`src/rtl/dirfifo_pkg.sv`:
```
package dirfifo_pkg;
  // Strobes passed from control to datapath each cycle.
  typedef struct packed {
    logic wrStb;  // store dataIn at the write slot
    logic rdStb;  // load the read slot into the output register
  } fifoStb_t;
endpackage

```
`src/rtl/dirfifo_ctrl.sv`:
```
module dirfifo_ctrl
  import dirfifo_pkg::*;
#(
  parameter int DEPTH          = 256,
  parameter int NEAR_FULL_LVL  = 240,
  parameter int NEAR_EMPTY_LVL = 16,
  localparam int AW = $clog2(DEPTH),
  localparam int CW = $clog2(DEPTH + 1)
) (
  input  logic          clk,
  input  logic          rstN,
  input  logic          wrNotRd,
  output fifoStb_t      stb,
  output logic [AW-1:0] wrAddr,
  output logic [AW-1:0] rdAddr,
  output logic          isEmpty,
  output logic          isFull,
  output logic          nearEmpty,
  output logic          nearFull
);
  localparam logic [CW-1:0] CNT_MAX  = CW'(DEPTH);
  localparam logic [CW-1:0] CNT_HI   = CW'(NEAR_FULL_LVL);
  localparam logic [CW-1:0] CNT_LO   = CW'(NEAR_EMPTY_LVL);
  localparam logic [AW-1:0] LAST_IDX = AW'(DEPTH - 1);

  logic [CW-1:0] fillCnt;
  logic [AW-1:0] wrPtr, rdPtr;

  // Status decode from occupancy.
  always_comb begin
    isEmpty   = (fillCnt == '0);
    isFull    = (fillCnt == CNT_MAX);
    nearFull  = (fillCnt >= CNT_HI);
    nearEmpty = (fillCnt <= CNT_LO);
  end

  // Qualified strobes: a write while full or a read while empty is dropped.
  always_comb begin
    stb.wrStb = wrNotRd & ~isFull;
    stb.rdStb = ~wrNotRd & ~isEmpty;
  end

  assign wrAddr = wrPtr;
  assign rdAddr = rdPtr;

  always_ff @(posedge clk or negedge rstN) begin
    if (!rstN) begin
      wrPtr   <= '0;
      rdPtr   <= '0;
      fillCnt <= '0;
    end else begin
      if (stb.wrStb) begin
        wrPtr   <= (wrPtr == LAST_IDX) ? '0 : wrPtr + 1'b1;
        fillCnt <= fillCnt + 1'b1;
      end
      if (stb.rdStb) begin
        rdPtr   <= (rdPtr == LAST_IDX) ? '0 : rdPtr + 1'b1;
        fillCnt <= fillCnt - 1'b1;
      end
    end
  end

  AST_NO_OVERFLOW: assert property (@(posedge clk) disable iff (!rstN)
    (isFull && wrNotRd) |=> (fillCnt == CNT_MAX && $stable(wrPtr)));
  AST_NO_UNDERFLOW: assert property (@(posedge clk) disable iff (!rstN)
    (isEmpty && !wrNotRd) |=> (fillCnt == '0 && $stable(rdPtr)));
  AST_WRITE_GROWS: assert property (@(posedge clk) disable iff (!rstN)
    (wrNotRd && !isFull) |=> (fillCnt == $past(fillCnt) + 1'b1));
  AST_READ_SHRINKS: assert property (@(posedge clk) disable iff (!rstN)
    (!wrNotRd && !isEmpty) |=> (fillCnt == $past(fillCnt) - 1'b1));
  AST_FLAG_EXCL: assert property (@(posedge clk) disable iff (!rstN)
    !(isEmpty && isFull));
  AST_PTR_GAP: assert property (@(posedge clk) disable iff (!rstN)
    (wrPtr == rdPtr) |-> (isEmpty || isFull));
endmodule

```
`src/rtl/dirfifo_dpath.sv`:
```
module dirfifo_dpath
  import dirfifo_pkg::*;
#(
  parameter int DEPTH  = 256,
  parameter int DATA_W = 8,
  localparam int AW = $clog2(DEPTH)
) (
  input  logic              clk,
  input  logic              rstN,
  input  fifoStb_t          stb,
  input  logic [AW-1:0]     wrAddr,
  input  logic [AW-1:0]     rdAddr,
  input  logic [DATA_W-1:0] dataIn,
  output logic [DATA_W-1:0] dataOut
);
  logic [DATA_W-1:0] slotQ [DEPTH];

  // One register per slot, loaded when the write strobe points at it.
  for (genvar gi = 0; gi < DEPTH; gi++) begin : g_slot
    always_ff @(posedge clk) begin
      if (stb.wrStb && wrAddr == AW'(gi)) slotQ[gi] <= dataIn;
    end
  end

  always_ff @(posedge clk or negedge rstN) begin
    if (!rstN)          dataOut <= '0;
    else if (stb.rdStb) dataOut <= slotQ[rdAddr];
  end

  AST_OUT_HOLDS: assert property (@(posedge clk) disable iff (!rstN)
    !stb.rdStb |=> $stable(dataOut));
  AST_NO_DOUBLE_OP: assert property (@(posedge clk) disable iff (!rstN)
    !(stb.wrStb && stb.rdStb));
endmodule

```
`src/rtl/dirsel_byte_fifo.sv`:
```
module dirsel_byte_fifo
  import dirfifo_pkg::*;
#(
  parameter int DEPTH          = 256,
  parameter int DATA_W         = 8,
  parameter int NEAR_FULL_LVL  = 240,
  parameter int NEAR_EMPTY_LVL = 16
) (
  input  logic              clk,
  input  logic              rstN,
  input  logic              wrNotRd,
  input  logic [DATA_W-1:0] dataIn,
  output logic [DATA_W-1:0] dataOut,
  output logic              isEmpty,
  output logic              isFull,
  output logic              nearEmpty,
  output logic              nearFull
);
  localparam int AW = $clog2(DEPTH);

  fifoStb_t      stb;
  logic [AW-1:0] wrAddr, rdAddr;

  dirfifo_ctrl #(
    .DEPTH(DEPTH), .NEAR_FULL_LVL(NEAR_FULL_LVL), .NEAR_EMPTY_LVL(NEAR_EMPTY_LVL)
  ) i_ctrl (
    .clk(clk), .rstN(rstN), .wrNotRd(wrNotRd), .stb(stb),
    .wrAddr(wrAddr), .rdAddr(rdAddr),
    .isEmpty(isEmpty), .isFull(isFull), .nearEmpty(nearEmpty), .nearFull(nearFull)
  );

  dirfifo_dpath #(.DEPTH(DEPTH), .DATA_W(DATA_W)) i_dpath (
    .clk(clk), .rstN(rstN), .stb(stb), .wrAddr(wrAddr), .rdAddr(rdAddr),
    .dataIn(dataIn), .dataOut(dataOut)
  );

  AST_RESET_STATE: assert property (@(posedge clk)
    !rstN |-> (isEmpty && nearEmpty && !isFull && !nearFull && dataOut == '0));
  AST_FULL_IMPLIES_NEAR: assert property (@(posedge clk) disable iff (!rstN)
    isFull |-> nearFull);
  AST_EMPTY_IMPLIES_NEAR: assert property (@(posedge clk) disable iff (!rstN)
    isEmpty |-> nearEmpty);
endmodule

```
`config.mk`:
```
export PLATFORM = sky130hd
export DESIGN_NAME = dirsel_byte_fifo
export DESIGN_NICKNAME = d
export VERILOG_FILES = /design/src/rtl/dirfifo_pkg.sv /design/src/rtl/dirfifo_ctrl.sv /design/src/rtl/dirfifo_dpath.sv /design/src/rtl/dirsel_byte_fifo.sv
export SDC_FILE = /design/constraint.sdc
export NUM_CORES = 2
export LEC_CHECK = 0
export BUFFER_PORTS_ARGS = -buffer_cell sky130_fd_sc_hd__buf_2
export CORE_MARGIN = 1.5
export CORE_UTILIZATION = 28
export CTS_CLUSTER_DIAMETER = 80
export DETAILED_ROUTE_END_ITERATION = 7
export MAX_ROUTING_LAYER = met4
export SLEW_MARGIN = 20
export SYNTH_ARGS = -nofsm -noshare
export SYNTH_HDL_FRONTEND = slang
export SYNTH_SLANG_ARGS = --single-unit
```
`constraint.sdc`:
```
create_clock -name clk -period 4.93 [get_ports clk]
set_clock_uncertainty 0.15 [all_clocks]
set_input_delay 0.493 -clock clk [delete_from_list [all_inputs] [get_ports clk]]
set_output_delay 0.493 -clock clk [all_outputs]
set_load 0.02 [all_outputs]
```
==> results.md <==
- Initial antenna violation count: 9
- Count leader, synth: edfxtp_1
- Setup crit start kind: register
- Worst setup EP type: register
- Endpoints failing setup: 0
- 1st-iter DRT viols: 5570
- GRT Residual Overflow: 0
- Synth Register Bits: 2081
- EDFF count, synth: 2048
- Slew HR: 23.1%
- Largest net degree at the start of global routing: 165
- Quantity of I/O buffers inserted on ports: 22
- Post-DR vias/cell: 5.02
- Register area share after synthesis: 76.4%
- Final period util: 83.7%
- IO Pins: 23
- Top cells by count, synth: 2048 x edfxtp_1, 416 x mux4_2, 305 x nor2_1
- P_sw: 0.0148 W
- DR pass1 iterations: 5
- Final TNS setup: 0 ps
- DRT antenna net count: 0
- GPL Wtd Cong: 0.866
- RSZ-0062 raised after global routing: false
- Wire per inst: 26.4 µm
- Switching fraction of total power: between 30% and 40%
- Initial Utilization: 28.1%
- Slowest Stage Delay on Critical Path: 850 ps
- Crit path cell chain: nor2b_4, buf_4, a22o_1, a221oi_1, o311ai_0, o221ai_1, a31oi_1
- Largest family of logic cells by synthesized area: multiplexers
- Int Power: 0.0326 W
- Core area: 291000 µm²
- Synth top area cells: edfxtp_1 75%, mux4_2 11%, mux2i_1 3.0%, nor2_1 1.4%, dfrtp_1 1.0%
- Worst path bufs/invs: 1
- Leakage: 29.7 nW
- Final Hold Fails: 0
- XOR/XNOR share of the synthesized area: 0.0858%
- Max Root-Sink Buffers: 3
- Comb pwr share: 24.7%
- Syn nets: roughly 4000
- Reg power frac: between 40% and 50%
- CP max FO: 29
- Routed wire length: around 220000 µm
- Placed Instances: 8061
- Synth Area in Compound Gates: ~3.7%
- Num CTS Buffers: 206
- CP delay by family, top: compound AO/OA/AOI/OAI gates
- HPWL Detailed: 138000 µm
- First-pass GRT wire length: 317000 µm
- Yosys cell types: around 70
- Fin cells: roughly 8500
- Fmax: 242 MHz
- Synth Flop Type: edfxtp_1
- Synth Cell Area: roughly 82000 µm²
- Worst Path Arrival: 4760 ps
- Avg Cell Area, Syn: 20.3 µm²
- Row cnt: 198
- H-Tree Depth: 4
- Clock network fraction of total power: about 33%
- Flop-to-flop setup slack: 800 ps
- DRC: 0
- VDD IR max: 0.317 mV
- Critical Path Slowest Stage Cell: dfrtp_4
- Crit path kind: reg2reg
- CTS tree: yes
- Status: complete, no violations
- Top cell type's share of synthesized area: 75.3%
- Simple-Gate Fraction of Synth Area: 2.91%
- CTS Root Cell: clkbuf_16
- Required @ worst endpoint: around 5600 ps
- Clk Latency, worst-skew pair: 860 ps
- Die area: 295000 µm²
- Synth Warn #: 0
- TritonCTS Sinks: 2081
- Overall Power: 0.0474 W
- Final #Nets: 4395
- Asr flop ratio synth: 1.59%
- Dpl ws: 786 ps
- Worst Tran Pin Value: ~1200 ps
- Vias in the first global route: around 42000
- Max cap viols: 0
- P&R area growth vs syn: 16.4%
- Die width: 543 µm
- DR vias: 42396
- Synth area leader: edfxtp_1
- Min Tclk post-route: just over 4000 ps
- Max-slew violation count: 0
- Clock slew at reported path FFs: 60 ps
- Total GRT Usage: between 15 and 20%
- Core Util, Final: approximately a third
- Adder-Cell Fraction of Synth Area: less than 1%
- Die Span Y: 543 µm
- Share of layout cells above drive strength 1: 24.9%
- PnR worst setup slack: 802 ps
- PD cells: 498 nW/µm²
- Hold crit path type: in2reg
- Syn Inst Count: between 4000 and 5000
- Mux cell area share after synthesis: 14.8%
==> power groups by stage <==
stage,clock (W),sequential (W),combinational [W]
6_report,0.0154,0.0203,0.0117
5_1_grt,0.0163,0.0203,0.0121
3_3_place_gp,0,0.0206,0.0116
3_5_place_dp,0,0.0206,0.0116
4_1_cts,0.0156,0.0203,0.0117
2_1_floorplan,0,0.0202,0.00687
==> stage by stage <==
step | area (µm²) | hold slack, ps
final | 95000 | 64.9
after floorplan | 81600 | 47.4
after global placement | 88400 | 333
after CTS | 95000 | 128
after global routing | 95000 | 95.3
after detailed placement | 88400 | 334
==> final timing paths <==
path	start	endpoint	cells after the start
worst max register to register	i_ctrl.rdAddr[2]$_DFFE_PN0P_	i_dpath.dataOut[6]$_DFFE_PN0P_	7
min in group asynchronous	rstN	i_ctrl.fillCnt[8]$_DFFE_PN0P_	2
worst min-delay path	dataIn[5]	i_dpath.slotQ[80][5]$_DFFE_PP_	2
max in group asynchronous	rstN	i_ctrl.rdAddr[1]$_DFFE_PN0P_	2
worst min register to register	i_ctrl.fillCnt[0]$_DFFE_PN0P_	i_ctrl.fillCnt[0]$_DFFE_PN0P_	1
worst max-delay path	i_ctrl.rdAddr[2]$_DFFE_PN0P_	i_dpath.dataOut[6]$_DFFE_PN0P_	7
==> routing by layer <==
| metal | up-vias | global-route usage [%] | share of wire, % |
|---|---|---|---|
| met5 | - | - | 0 |
| met4 | 0 | 4.16 | 2.7 |
| met2 | 2075 | 23.6 | 47 |
| met1 | 22651 | 20.6 | 42 |
| li1 | 17339 | - | - |
| met3 | 331 | 2.99 | 8.8 |
==> worst register-to-register path, cell delays in order (launching register included) <==
cell and delay [ps]:
dfrtp_4 850, nor2b_4 810, buf_4 410, a22o_1 220
a221oi_1 90, o311ai_0 840, o221ai_1 440, a31oi_1 230
==> cells in the final DEF (no fill, tap or decap), drive strengths merged, types with 8 or more instances in the layout <==
master / n
edfxtp: 2048
mux4: 422
buf: 378
nor2: 307
clkbuf: 274
mux2i: 244
nand2: 115
a21oi: 90
clkinv: 88
a22oi: 69
o21ai: 63
nand3: 43
a221oi: 42
dfrtp: 33
a31oi: 29
a211oi: 25
inv: 24
o22ai: 21
o221ai: 20
nor2b: 20
bufinv: 17
ha: 12
nand2b: 10
nand4: 10
a22o: 10
mux2: 9
xnor2: 8
nor3: 8
a2111oi: 8
and2: 8
==> cell type report <==
class,count,area [µm²]
repair buffers,388,3310
well taps,3900,4880
clock inverters,117,1170
diodes,6,15.0
inverters,16,62.6
clock buffers,266,5450
fillers,27392,196000
flip-flops and latches,2081,62300
multi-input cells,1678,17800
==> cell families (layout without fill, tap and decap cells) <==
logic type,after synthesis,count (layout)
multiplexers,675,675
adder cells (fa/ha/maj),13,13
other,0,6
buffers and inverters,260,787
XOR/XNOR,8,8
AND/OR/NAND/NOR,545,545
flip-flops,2081,2081
AO/OA/AOI/OAI,437,437
==> registers in the layout (all words and copies together) (netlist names) <==
register	cells
i_ctrl.fillCnt	9
i_dpath.dataOut	8
i_ctrl.wrAddr	8
i_dpath.slotQ	2048
i_ctrl.rdAddr	8
==> what timing repair did <==
action                                 4_1_cts  5_1_grt
setup endpoints to repair                    0        0
gates resized for setup                      0        0
buffers inserted                             0        0
endpoints found under the hold margin       34        0
hold buffers                                 2        0
No activity file was read; power rests on OpenSTA's default activity.
